## config.mk

```make
export PLATFORM = sky130hd
export DESIGN_NAME = i2c_regslv
export DESIGN_NICKNAME = d
export VERILOG_FILES = /design/src/rtl/i2c_regslv_pkg.sv /design/src/rtl/i2c_line_filter.sv /design/src/rtl/i2c_bus_events.sv /design/src/rtl/i2c_addr_ctr.sv /design/src/rtl/i2c_regslv.sv
export SDC_FILE = /design/constraint.sdc
export NUM_CORES = 1
export LEC_CHECK = 0
export ABC_AREA = 1
export ABC_CLOCK_PERIOD_IN_PS = 2800
export BUFFER_PORTS_ARGS = -buffer_cell sky130_fd_sc_hd__buf_2
export CORE_UTILIZATION = 40
export DETAILED_ROUTE_END_ITERATION = 10
export PLACE_DENSITY = 0.67
export RECOVER_POWER = 50
export SLEW_MARGIN = 20
export SYNTH_ARGS = -nofsm -noshare
export SYNTH_HDL_FRONTEND = slang
export SYNTH_HIERARCHICAL = 1
export SYNTH_SLANG_ARGS = --single-unit
```

## constraint.sdc

```tcl
create_clock -name clk -period 2.8 [get_ports clk]
set_input_delay 0.14 -clock clk [delete_from_list [all_inputs] [get_ports clk]]
set_output_delay 0.14 -clock clk [all_outputs]
set_load 0.1 [all_outputs]
```

## src/rtl/i2c_regslv_pkg.sv

```systemverilog
package i2c_regslv_pkg;

    // Main transfer sequencer states
    typedef enum logic [3:0] {
        ST_IDLE,
        ST_DEV,
        ST_DEV_ACK,
        ST_REG,
        ST_REG_ACK,
        ST_WR,
        ST_WR_ACK,
        ST_RD_LOAD,
        ST_RD,
        ST_RD_ACK
    } slv_state_e;

    // Filtered level of one bus line with its edges
    typedef struct packed {
        logic level;
        logic rise;
        logic fall;
    } line_evt_t;

    // Bus conditions derived from both filtered lines
    typedef struct packed {
        logic start;
        logic stop;
        logic scl_rise;
        logic scl_fall;
        logic sda;
    } bus_evt_t;

    localparam int LINE_SCL = 0;
    localparam int LINE_SDA = 1;
    localparam int N_LINES  = 2;

    // True when addr lies inside [lo, hi]
    function automatic logic in_window(input int unsigned addr,
                                       input int unsigned lo,
                                       input int unsigned hi);
        return (addr >= lo) && (addr <= hi);
    endfunction

endpackage

```

## src/rtl/i2c_line_filter.sv

```systemverilog
module i2c_line_filter
    import i2c_regslv_pkg::*;
#(
    parameter int SYNC_STAGES = 2,
    parameter int VOTE_TAPS   = 3
) (
    input  logic      clk,
    input  logic      rst,
    input  logic      line_i,
    output line_evt_t evt
);
    localparam int MAJ = VOTE_TAPS / 2;

    logic [SYNC_STAGES-1:0] sync_q;
    logic [VOTE_TAPS-1:0]   taps_q;
    logic                   level_q;
    logic                   prev_q;
    logic                   vote;

    always_comb begin
        vote = ($countones(taps_q) > MAJ);
    end

    always_ff @(posedge clk) begin
        if (rst) begin
            sync_q  <= '1;
            taps_q  <= '1;
            level_q <= 1'b1;
            prev_q  <= 1'b1;
        end else begin
            sync_q  <= {sync_q[SYNC_STAGES-2:0], line_i};
            taps_q  <= {taps_q[VOTE_TAPS-2:0], sync_q[SYNC_STAGES-1]};
            level_q <= vote;
            prev_q  <= level_q;
        end
    end

    always_comb begin
        evt.level = level_q;
        evt.rise  = level_q & ~prev_q;
        evt.fall  = ~level_q & prev_q;
    end
endmodule

```

## src/rtl/i2c_bus_events.sv

```systemverilog
module i2c_bus_events
    import i2c_regslv_pkg::*;
(
    input  line_evt_t scl,
    input  line_evt_t sda,
    output bus_evt_t  evt
);
    // SCL must have been high in the previous sample as well, so an SDA
    // edge that coincides with an SCL edge is not taken as a condition.
    logic scl_steady_high;

    always_comb begin
        scl_steady_high = scl.level & ~scl.rise;
        evt.start    = sda.fall & scl_steady_high;
        evt.stop     = sda.rise & scl_steady_high;
        evt.scl_rise = scl.rise;
        evt.scl_fall = scl.fall;
        evt.sda      = sda.level;
    end
endmodule

```

## src/rtl/i2c_addr_ctr.sv

```systemverilog
module i2c_addr_ctr
    import i2c_regslv_pkg::*;
#(
    parameter int AW     = 7,
    parameter int INC_LO = 'h40,
    parameter int INC_HI = 'h7F
) (
    input  logic          clk,
    input  logic          rst,
    input  logic          load,
    input  logic [AW-1:0] load_val,
    input  logic          step,
    output logic [AW-1:0] addr
);
    logic [AW-1:0] addr_q;
    logic [AW-1:0] stepped;
    logic          inc_ok;

    always_comb begin
        inc_ok  = in_window(int'(addr_q), INC_LO, INC_HI);
        // The sum is truncated to AW bits, so the last address wraps to zero
        stepped = inc_ok ? addr_q + 1'b1 : addr_q;
    end

    always_ff @(posedge clk) begin
        if (rst) begin
            addr_q <= '0;
        end else if (load) begin
            addr_q <= load_val;
        end else if (step) begin
            addr_q <= stepped;
        end
    end

    assign addr = addr_q;
endmodule

```

## src/rtl/i2c_regslv.sv

```systemverilog
module i2c_regslv
    import i2c_regslv_pkg::*;
#(
    parameter int       AW          = 7,
    parameter int       DW          = 8,
    parameter int       INC_LO      = 'h40,
    parameter int       INC_HI      = 'h7F,
    parameter int       SYNC_STAGES = 2,
    parameter int       VOTE_TAPS   = 3,
    parameter bit [6:0] DEV_ADDR0   = 7'h41,
    parameter bit [6:0] DEV_ADDR1   = 7'h44
) (
    input  logic          clk,
    input  logic          rst,
    input  logic          addr_sel,
    input  logic          scl_i,
    input  logic          sda_i,
    output logic          sda_oe,
    output logic [AW-1:0] reg_addr,
    output logic [DW-1:0] reg_wdata,
    output logic          reg_we,
    output logic          reg_re,
    input  logic [DW-1:0] reg_rdata
);
    localparam int CNT_W = $clog2(DW + 1);
    localparam logic [CNT_W-1:0] LAST_BIT = CNT_W'(DW);

    // ---------------------------------------------------------------
    // Line conditioning, one filter per bus line
    // ---------------------------------------------------------------
    logic [N_LINES-1:0] raw_lines;
    line_evt_t          line_evt [N_LINES];
    bus_evt_t           ev;

    assign raw_lines[LINE_SCL] = scl_i;
    assign raw_lines[LINE_SDA] = sda_i;

    for (genvar g = 0; g < N_LINES; g++) begin : g_line
        i2c_line_filter #(
            .SYNC_STAGES(SYNC_STAGES),
            .VOTE_TAPS  (VOTE_TAPS)
        ) u_filt (
            .clk   (clk),
            .rst   (rst),
            .line_i(raw_lines[g]),
            .evt   (line_evt[g])
        );
    end

    i2c_bus_events u_events (
        .scl(line_evt[LINE_SCL]),
        .sda(line_evt[LINE_SDA]),
        .evt(ev)
    );

    // ---------------------------------------------------------------
    // Sequencer
    // ---------------------------------------------------------------
    slv_state_e      state_q;
    logic [CNT_W-1:0] bit_cnt_q;
    logic [DW-1:0]   shreg_q;
    logic            rw_q;
    logic            mack_q;
    logic            oe_q;
    logic            we_q;
    logic            re_q;
    logic            ld_q;
    logic [DW-1:0]   wdata_q;
    logic [AW-1:0]   ld_val_q;
    logic [6:0]      my_addr;
    logic            rx_state;
    logic            byte_done;

    always_comb begin
        my_addr   = addr_sel ? DEV_ADDR1 : DEV_ADDR0;
        rx_state  = (state_q == ST_DEV) || (state_q == ST_REG) || (state_q == ST_WR);
        byte_done = ev.scl_fall && (bit_cnt_q == LAST_BIT);
    end

    always_ff @(posedge clk) begin
        if (rst) begin
            state_q   <= ST_IDLE;
            bit_cnt_q <= '0;
            shreg_q   <= '0;
            rw_q      <= 1'b0;
            mack_q    <= 1'b0;
            oe_q      <= 1'b0;
            we_q      <= 1'b0;
            re_q      <= 1'b0;
            ld_q      <= 1'b0;
            wdata_q   <= '0;
            ld_val_q  <= '0;
        end else begin
            we_q <= 1'b0;
            re_q <= 1'b0;
            ld_q <= 1'b0;
            if (ev.stop) begin
                state_q <= ST_IDLE;
                oe_q    <= 1'b0;
            end else if (ev.start) begin
                state_q   <= ST_DEV;
                bit_cnt_q <= '0;
                oe_q      <= 1'b0;
            end else if (rx_state) begin
                if (ev.scl_rise) begin
                    shreg_q   <= {shreg_q[DW-2:0], ev.sda};
                    bit_cnt_q <= bit_cnt_q + 1'b1;
                end else if (byte_done) begin
                    bit_cnt_q <= '0;
                    unique case (state_q)
                        ST_DEV: begin
                            if (shreg_q[7:1] == my_addr) begin
                                oe_q    <= 1'b1;
                                rw_q    <= shreg_q[0];
                                state_q <= ST_DEV_ACK;
                            end else begin
                                state_q <= ST_IDLE;
                            end
                        end
                        ST_REG: begin
                            ld_q     <= 1'b1;
                            ld_val_q <= shreg_q[AW-1:0];
                            oe_q     <= 1'b1;
                            state_q  <= ST_REG_ACK;
                        end
                        default: begin
                            we_q    <= 1'b1;
                            wdata_q <= shreg_q;
                            oe_q    <= 1'b1;
                            state_q <= ST_WR_ACK;
                        end
                    endcase
                end
            end else begin
                unique case (state_q)
                    ST_DEV_ACK: begin
                        if (ev.scl_fall) begin
                            oe_q <= 1'b0;
                            if (rw_q) begin
                                re_q    <= 1'b1;
                                state_q <= ST_RD_LOAD;
                            end else begin
                                state_q <= ST_REG;
                            end
                        end
                    end
                    ST_REG_ACK, ST_WR_ACK: begin
                        if (ev.scl_fall) begin
                            oe_q    <= 1'b0;
                            state_q <= ST_WR;
                        end
                    end
                    ST_RD_LOAD: begin
                        // reg_re is high in this cycle; capture the byte and
                        // present its MSB on the bus
                        shreg_q   <= reg_rdata;
                        oe_q      <= ~reg_rdata[DW-1];
                        bit_cnt_q <= '0;
                        state_q   <= ST_RD;
                    end
                    ST_RD: begin
                        if (ev.scl_rise) begin
                            bit_cnt_q <= bit_cnt_q + 1'b1;
                        end else if (byte_done) begin
                            oe_q    <= 1'b0;
                            state_q <= ST_RD_ACK;
                        end else if (ev.scl_fall) begin
                            shreg_q <= {shreg_q[DW-2:0], 1'b0};
                            oe_q    <= ~shreg_q[DW-2];
                        end
                    end
                    ST_RD_ACK: begin
                        if (ev.scl_rise) begin
                            mack_q <= ~ev.sda;
                            if (ev.sda) begin
                                state_q <= ST_IDLE;
                            end
                        end else if (ev.scl_fall && mack_q) begin
                            re_q    <= 1'b1;
                            state_q <= ST_RD_LOAD;
                        end
                    end
                    default: begin
                        oe_q <= 1'b0;
                    end
                endcase
            end
        end
    end

    // ---------------------------------------------------------------
    // Address counter: steps once after each strobe
    // ---------------------------------------------------------------
    i2c_addr_ctr #(
        .AW    (AW),
        .INC_LO(INC_LO),
        .INC_HI(INC_HI)
    ) u_ctr (
        .clk     (clk),
        .rst     (rst),
        .load    (ld_q),
        .load_val(ld_val_q),
        .step    (we_q | re_q),
        .addr    (reg_addr)
    );

    assign sda_oe    = oe_q;
    assign reg_we    = we_q;
    assign reg_re    = re_q;
    assign reg_wdata = wdata_q;
endmodule

```

[Word-level counts from Yosys, hierarchy flattened]
Cells that the tools add are included.
Storage, ports and cells
  bits of input ports: 13
  word-level logic and storage cells: 162
  bits in registers: 58
Operators by class
  reduce and logical (&&, ||, !) cells: 27
  add/sub/neg operators: 6
  eq/ne operators: 37
  multiplexer cells: 48
  bitwise operators: 20
  order comparisons: 3
Operator list (count)
  32-bit by 1-bit adder with 32-bit output: 2
  32-bit by 2-bit greater-than comparator with 1-bit output (second input constant): 2
  4-bit 2-to-1 mux: 15
  8-bit 2-to-1 mux: 5
  3-bit inequality test (second input constant): 10
  7-bit 2-to-1 mux: 3
  7-bit AND reduction: 3
  4-bit case mux with 5 select lines: 1
  9-bit AND reduction: 2
  4-bit by 3-bit == test with 1-bit output (second input constant): 4
  1-bit 2-to-1 mux: 16
  4-bit case mux with 2 select lines: 2
  8-bit case mux with 2 select lines: 1
  4-bit == test (second input constant): 3
  4-bit inequality test (second input constant): 3
  1-bit NOT: 12
  6-bit AND reduction: 2
  4-bit by 2-bit == test with 1-bit output (second input constant): 2
  2-bit inequality test (second input constant): 4
  4-bit by 3-bit inequality test with 1-bit output (second input constant): 2
  7-bit by 1-bit adder with 7-bit output (second input constant): 1
  1-bit AND: 7
  7-bit == test: 1
  7-bit >= comparator (second input constant): 1
  27 further kinds: 37

[Depth between registers and ports, before layout]
Gate-level depths: netlist of the first run.
  word-level depth: 8
  gate-level depth with buffers: 14
  mapped depth without buffers: 14

[Hierarchy]
The synthesis of the first run kept the hierarchy.
Modules (own cells, without submodules)
  i2c_regslv: instances 1, cells an instance 285, area each 2085.8 sq um, sequential area each 740.7 sq um
  i2c_line_filter: instances 2, cells an instance 22, area each 224.0 sq um, sequential area each 140.1 sq um
  i2c_addr_ctr: instances 1, cells an instance 60, area each 420.4 sq um, sequential area each 140.1 sq um
  i2c_bus_events: instances 1, cells an instance 9, area each 45.0 sq um, sequential area each 0.0 sq um

[Worst setup path after synthesis of the first run]
Ideal clock, no wire load.
  path kind: flip-flop to flip-flop
  start: register u_ctr.addr_q[0], in the netlist u_ctr/addr[0]
  end: register u_ctr.addr_q[4], in the netlist u_ctr/addr[4]
  arrival time: 1.776 ns
  required time: 2.681 ns
  period minus slack after synthesis: 1.896 ns
  stages on the path, launching flop included: 7
  slack: 0.904 ns
  path through: dfxtp_1 > ha_1 > nand3_1 > nor2_1 > nand2_1 > nand2_1 > a21oi_1
Between the ends
  cells in the longest elaborated chain, start to end: 4
Ends and longest elaborated chain
  start: declaration: line i2c_addr_ctr.sv:15  | logic [AW-1:0] addr_q;
  start signal: assignment: line i2c_addr_ctr.sv:29  | addr_q <= load_val;
  start signal: assignment: line i2c_addr_ctr.sv:31  | addr_q <= stepped;
  7-bit by 1-bit adder with 7-bit output: line i2c_addr_ctr.sv:22  | stepped = inc_ok ? addr_q + 1'b1 : addr_q;
  7-bit 2-to-1 mux: line i2c_addr_ctr.sv:22
  7-bit 2-to-1 mux: line i2c_addr_ctr.sv:30  | end else if (step) begin
  7-bit 2-to-1 mux: line i2c_addr_ctr.sv:28  | end else if (load) begin
Parallel ways exist; a longest one is shown, timed or not. The select of a mux whose other input is x is not followed.
A chain may end at the register's enable or synchronous reset.

==> run metrics, run 1 <==
status complete, no violations; VDD IR max 677 uV; XOR/XNOR share of the synthesized area 0.876%; vias in the first global route 2,375; Post-CTS Setup Bufs 0; Hold WC Path Type in2reg; antenna violations before repair 0; final core utilization 46.4%; crit path cell chain inv_1 > nor2_1 > inv_1 > nand2_1 > nor2_1 > nor2_1 > nand2_1 > nor2_8 > inv_2 > nor2_4 > nand3_4 > clkinv_2 > o21ai_2 > a21oi_2; final hold slack 0.141 ns; crit-path most repeated cell nor2_1; Port Buffers 30; max-slew violations 0; post-synthesis adder-cell area fraction 2.09%; part of the power in registers 35.6%; flops & latches, synth 58; Worst R2R End ld_val_q[6]$_SDFFE_PP0P_; library cells used by synthesis 44; Max clock buf depth 2; final setup fails 0; Clock Skew 0.00829 ns; clock tree from TritonCTS yes; DRC Markers 0; Worst Tran Pin Value 1.17 ns; Clk pwr share 23.3%; vias per cell 4.87; fmax 454 MHz; CTS sink count 58; post-synthesis async set-or-reset flop share 0%; die height 88.6 um; Via Count 2,601; Initial Util 41.3%; Sw Share 43.3%; EDFF count, synth 0; H-tree lvl count 3; Post-DRT Antenna Nets 0; Core Rows 31; Critical Path RT 3.07 ns; Final Hold Vio Count 0; Final period util 78.6%; fillers 779; CTS Buf Count 9; YS warnings 6; Internal 1.71 mW; layout net count 450; Setup CP Type reg2reg; detailed-router iteration count before antenna repair 4; sequential share of the synthesized area 38.7%; Clock Tree Root clkbuf_8; DR WL/cell 12.7 um; biggest cell delay along the critical path 0.37 ns; layout cells sized above 1 17.5%; leakage 1.40 nW; Avg Inst Size Synth 7.54 um2; crit start category flop; total gr overflow 0; Max Cap Violations 0; Top FF cell, synth dfxtp_1; fin crit period 2.20 ns; slowest CP cell dfxtp_1; Detailed Place HPWL 4.83 mm; Die Area 7850 um2; CTS clock-pin slew for the worst setup and hold paths 0.07 ns; Crit path arrival time 2.47 ns; Worst setup startpoint g_line[0].u_filt/level_q$_SDFF_PP1_; R2R cell count 14; Initial DRC Count 119; largest net degree at the start of global routing 27; post-route setup TNS 0 ns; pwr/cell area 896 nW/um2; syn nets 416; Total Wirelength 6.78 mm; worst skew pair latency 0.34 ns; sw power 1.31 mW; CP Capture Type flop; multiplexer share of the synthesized area 0%; synth-to-layout area growth 12.3%; Die Width 88.6 um; CP Capture Point ld_val_q[6]$_SDFFE_PP0P_; RSZ-0062 raised after global routing false; RR Startpoint g_line[0].u_filt/level_q$_SDFF_PP1_; synthesized area 3000 um2; Critical Path Fanout Max 10; Core Footprint 7250 um2; Relative slew margins 22.1%; GPL Wtd Cong 0.963; IO Count 31; Synth Area in Compound Gates 15.5%; aggregate global-route resource usage 18.9%; first-pass GRT wire length 11.1 mm; post-synthesis simple-gate area fraction 34.9%; reg2reg setup slack 0.60 ns; Logic pwr share 41.1%; Syn Inst Count 398; Ant. Diodes 0; main combinational cell family by area after synthesis simple AND/OR/NAND/NOR gates
[cell families (layout without fill, tap and decap cells)]
logic type      Yosys count  count (layout)
fa+ha+maj                 5               5
xor+xnor                  3               3
compound gates           71              71
buf+inv                  53              90
simple gates            208             208
flops                    58              58
[worst min-delay path by stage]
| stage | from | to | slack (ns) | depth (start not counted) |
|---|---|---|---|---|
| 2_1_floorplan | rst | bit_cnt_q[2]$_SDFFE_PP0P_ | 0.20 | 1 |
| 3_3_place_gp | sda_i | g_line[1].u_filt/sync_q[0]$_SDFF_PP1_ | 0.32 | 2 |
| 3_5_place_dp | sda_i | g_line[1].u_filt/sync_q[0]$_SDFF_PP1_ | 0.32 | 2 |
| 4_1_cts | reg_rdata[1] | shreg_q[1]$_SDFFE_PP0P_ | 0.13 | 4 |
| 5_1_grt | reg_rdata[1] | shreg_q[1]$_SDFFE_PP0P_ | 0.13 | 4 |
| 6_report | reg_rdata[4] | shreg_q[4]$_SDFFE_PP0P_ | 0.14 | 4 |
[power groups by stage]
stage                     combinational (mW)  sequential, mW  clock [mW]
after floorplan                         1.00            1.08           0
after global placement                  1.22            1.09           0
after detailed placement                1.22            1.09           0
after CTS                               1.24            1.07       0.721
after global routing                    1.41            1.09       0.765
final                                   1.24            1.07       0.704
[state kept, by name, indices dropped and copies added (netlist names)]
signal                 cells
sda_oe                     1
reg_wdata                  8
bit_cnt_q                  4
rw_q                       1
ld_q                       1
g_line.u_filt/level_q      2
g_line.u_filt/sync_q       4
shreg_q                    8
reg_re                     1
ld_val_q                   7
g_line.u_filt/taps_q       6
g_line.u_filt/prev_q       2
reg_we                     1
mack_q                     1
u_ctr/addr                 7
state_q                    4
[cells in the mapped netlist, types with 4 or more instances]
master	count	share of area, %
inv_1	31	3.9
ha_1	5	2.1
nand2_2	9	1.9
buf_4	5	1.3
nand2_4	4	1.5
nand2_1	77	9.6
or2_1	12	2.5
nor2_2	5	1.0
nor2_4	5	1.9
o21ai_1	8	1.3
dfxtp_1	58	39
nor3_1	6	1.0
nand3_1	22	3.7
o21ai_0	21	3.5
a21oi_2	4	1.2
nor2_1	54	6.8
inv_2	10	1.3
o211a_1	6	2.0
a21oi_1	16	2.7
nand4_1	4	0.83
[metrics by stage]
step | setup slack, ns | area (um2) | instances | power (mW)
after floorplan | 0.904 | 3000 | 398 | 2.08
after global placement | 0.754 | 3210 | 518 | 2.31
after detailed placement | 0.644 | 3210 | 518 | 2.31
after CTS | 0.608 | 3400 | 534 | 3.03
after global routing | 0.319 | 3370 | 534 | 3.26
final | 0.598 | 3370 | 534 | 3.02
[per-layer routing]
metal	GRT usage [%]	wire, um
met2	28.0	3030
met4	7.48	120
met5	0	0
met1	25.3	3250
met3	6.44	386
[final cells by class]
cell class,count,area [um2],area share (%)
Inverter,44,168,4.98
Clock buffer,12,165,4.91
Multi-Input combinational cell,287,1590,47.2
Tap cell,99,124,3.68
Clock inverter,2,12.5,0.372
Timing Repair Buffer,32,149,4.42
Sequential cell,58,1160,34.5
[layout by cell type (no fill, tap or decap), types with 3 or more instances in the layout]
master,instances
a21oi_1,17
a21oi_2,3
a31oi_1,3
buf_2,13
clkbuf_1,17
clkbuf_8,12
dfxtp_1,58
ha_1,5
inv_1,31
inv_2,10
nand2_1,79
nand2_2,8
nand2_4,3
nand3_1,22
nand3_2,3
nand4_1,4
nor2_1,54
nor2_2,5
nor2_4,5
nor3_1,6
o211a_1,6
o21ai_0,22
o21ai_1,7
or2_1,11
[critical path, delay by kind of cell (launching register included)]
family,cells,cell delay (ns)
DFF,1,0.37
buffers and inverters,4,0.34
AOI/OAI and AO/OA,2,0.18
and+or+nand+nor,8,1.25
[what timing repair did]
action                                  CTS  global route
hold buffers                              2             0
resized for setup                         0             0
endpoints found under the setup margin    0             0
endpoints found under the hold margin     2             0
(Power assumes the default switching activity.)
==> run 2: changes to the inputs <==
--- a/config.mk
+++ b/config.mk
@@ -6,11 +6,11 @@
 export NUM_CORES = 1
 export LEC_CHECK = 0
 export ABC_AREA = 1
-export ABC_CLOCK_PERIOD_IN_PS = 2800
+export ABC_CLOCK_PERIOD_IN_PS = 2000
 export BUFFER_PORTS_ARGS = -buffer_cell sky130_fd_sc_hd__buf_2
 export CORE_UTILIZATION = 40
 export DETAILED_ROUTE_END_ITERATION = 10
-export PLACE_DENSITY = 0.67
+export PLACE_DENSITY = 0.69
 export RECOVER_POWER = 50
 export SLEW_MARGIN = 20
 export SYNTH_ARGS = -nofsm -noshare
==> constraint.sdc (replaced) <==
create_clock -name clk -period 2 [get_ports clk]
set_input_delay 0.1 -clock clk [delete_from_list [all_inputs] [get_ports clk]]
set_output_delay 0.1 -clock clk [all_outputs]
set_load 0.1 [all_outputs]
==> run 2 against run 1 <==
  * Power increased by 49%
  * Die area unchanged
  * Flip-flop and latch count unchanged
  * Critical path depth unchanged
  * Register-to-register slack got worse by 0.37 ns
  * Design area increased by 3.8%
  * Worst hold slack got worse by 0.087 ns
  * Via count increased by 0.88%
  * Non-clock buffer count increased by 7
  * Global-route usage decreased by 1.1 points
  * Final cell count increased by 1.7%
  * Clock skew increased by 0.0056 ns
==> run metrics, run 2 (synthesis results as in run 1) <==
vias in the first global route 2,353 (-0.93%); VDD IR max 725 uV (+7.1%); total power 4.50 mW (+49%); worst skew pair latency 0.34 ns (about the same); Core Footprint 7250 um2 (unchanged); sw power 1.81 mW (+39%); Max Cap Violations 0 (unchanged); reg2reg setup slack 0.23 ns (-0.37 ns); Relative slew margins 22.1% (+0.039 points); layout cells sized above 1 20.9% (+3.5 points); DRC Markers 0 (unchanged); largest net degree at the start of global routing 26 (-3.7%); commonest non-fill, non-tap cell in the layout nand2_1; total gr overflow 0 (unchanged); Critical Path RT 2.27 ns (-0.80 ns); crit start category flop; Post-DRT Antenna Nets 0 (unchanged); post-route setup TNS 0 ns (unchanged); Clk pwr share 28.0% (+4.7 points); Core Rows 31 (unchanged); vias per cell 4.83 (-0.79%); RR Startpoint g_line[0].u_filt/level_q$_SDFF_PP1_; max-slew violations 0 (unchanged); aggregate global-route resource usage 17.9% (-1.1 points); worst hold stages 2 (-2); HP Start rst; fin crit period 1.77 ns (-0.431 ns); CP Capture Type flop; Clock Skew 0.0139 ns (+0.00564 ns); clock tree from TritonCTS yes; CTS sink count 58 (unchanged); fmax 565 MHz (+24%); register area 1160 um2 (+0.11%); Sw Share 40.2% (-3.0 points); GPL Wtd Cong 0.950 (-1.4%); Initial DRC Count 94 (-21%); first-pass GRT wire length 10.6 mm (-4.9%); final setup fails 0 (unchanged); pwr/cell area 1290 nW/um2 (+44%); Initial Util 41.3% (unchanged); Setup CP Type reg2reg; Total Wirelength 6.57 mm (-3.1%); RSZ-0062 raised after global routing false; die height 88.6 um (unchanged); Via Count 2,624 (+0.88%); Ant. Diodes 0 (unchanged); Detailed Place HPWL 4.86 mm (+0.78%); antenna violations before repair 0 (unchanged); synth-to-layout area growth 16.5%; Die Area 7850 um2 (unchanged); Hold WC Path Type in2reg; Internal 2.69 mW (+57%); Final period util 88.6% (+9.9 points); Max clock buf depth 2 (unchanged); Port Buffers 30 (unchanged); status complete, no violations; commonest cells after routing, fill and taps aside 78 x nand2_1, 57 x dfxtp_1, 52 x nor2_1; DR WL/cell 12.1 um (-4.7%); R2R cell count 14 (unchanged); Clock Tree Root clkbuf_8; DP Cell Count 524 (+1.2%); area occupied by multi-input gates 1600 um2 (+0.47%); CTS Buf Count 9 (unchanged); part of the power in registers 33.0% (-2.6 points); Logic pwr share 39.0% (-2.1 points); Critical Path Fanout Max 8 (-2); layout net count 457 (+1.6%); Worst R2R End ld_val_q[6]$_SDFFE_PP0P_; hold endpoint ld_q$_SDFF_PP0_; detailed-router iteration count before antenna repair 4 (unchanged); H-tree lvl count 3 (unchanged); IO Count 31 (unchanged); final std cells w/o fill 543 (+1.7%); Die Width 88.6 um (unchanged); leakage 1.48 nW (+5.6%); fillers 731 (-6.2%); Final Hold Vio Count 0 (unchanged); Crit path arrival time 2.04 ns (-0.43 ns); CTS clock-pin slew for the worst setup and hold paths 0.06 ns (about the same); Worst Tran Pin Value 1.17 ns (-0.000586 ns)
==> run 2: per-layer routing <==
metal	vias to the layer above	global-route usage, %	share of wire (%)	routed length (um)
met5	-	0	0	0
met4	0	8.36	0.47	31
met3	4	5.22	3.4	221
met2	39	25.9	45	2950
met1	1202	24.3	51	3370
li1	1379	-	-	-
==> run 2: layout make-up <==
type / count / share of cell area (%)
timing repair buffer: 39 / 5.91
inverter: 44 / 4.83
multi-input combinational: 287 / 45.6
sequential: 58 / 33.3
tap: 99 / 3.54
clock buffer: 12 / 4.73
clock inverter: 4 / 2.08
==> run 2: how the worst max path moves through the flow <==
stage	startpoint	end
finish	g_line[0].u_filt/level_q$_SDFF_PP1_	ld_val_q[6]$_SDFFE_PP0P_
global route	g_line[0].u_filt/level_q$_SDFF_PP1_	bit_cnt_q[3]$_SDFFE_PP0P_
CTS	g_line[0].u_filt/level_q$_SDFF_PP1_	ld_val_q[6]$_SDFFE_PP0P_
floorplan	u_ctr/addr[0]$_SDFFE_PP0P_	u_ctr/addr[4]$_SDFFE_PP0P_
detailed placement	g_line[0].u_filt/level_q$_SDFF_PP1_	ld_val_q[6]$_SDFFE_PP0P_
global placement	g_line[1].u_filt/level_q$_SDFF_PP1_	ld_val_q[6]$_SDFFE_PP0P_
==> run 2: repair_timing <==
item,CTS,global route
hold buffers,2,0
buffers inserted,0,1
endpoints found under the hold margin,2,0
endpoints found under the setup margin,0,12
resized for setup,0,7
==> run 2: power by group through the flow <==
| stage | Combinational [mW] | Clock [mW] | Sequential [mW] |
|---|---|---|---|
| finish | 1.76 | 1.26 | 1.48 |
| global route | 1.96 | 1.34 | 1.51 |
| CTS | 1.75 | 1.30 | 1.48 |
| detailed placement | 1.74 | 0 | 1.51 |
| global placement | 1.72 | 0 | 1.51 |
| floorplan | 1.40 | 0 | 1.52 |
==> run 2: stage by stage <==
step,area (um2),util [%],hold WS (ns),worst slack (ns)
6_report,3490,48.2,0.0538,0.229
2_1_floorplan,3000,-,0.162,0.104
3_3_place_gp,3250,44.8,0.284,0.199
5_1_grt,3490,48.2,0.0676,0.0192
4_1_cts,3510,48.4,0.0457,0.0674
3_5_place_dp,3250,44.8,0.286,0.0926
==> run 2: critical path, stage by stage (launching register included) <==
cell	delay, ns
dfxtp_2	0.35
inv_1	0.04
nor2_1	0.12
inv_1	0.06
nand2_1	0.09
nor2_1	0.09
nor2_2	0.14
nand2_2	0.10
nor2_8	0.14
inv_2	0.06
nor2_4	0.11
nand3_4	0.12
inv_4	0.12
o21ai_2	0.06
a21oi_2	0.12
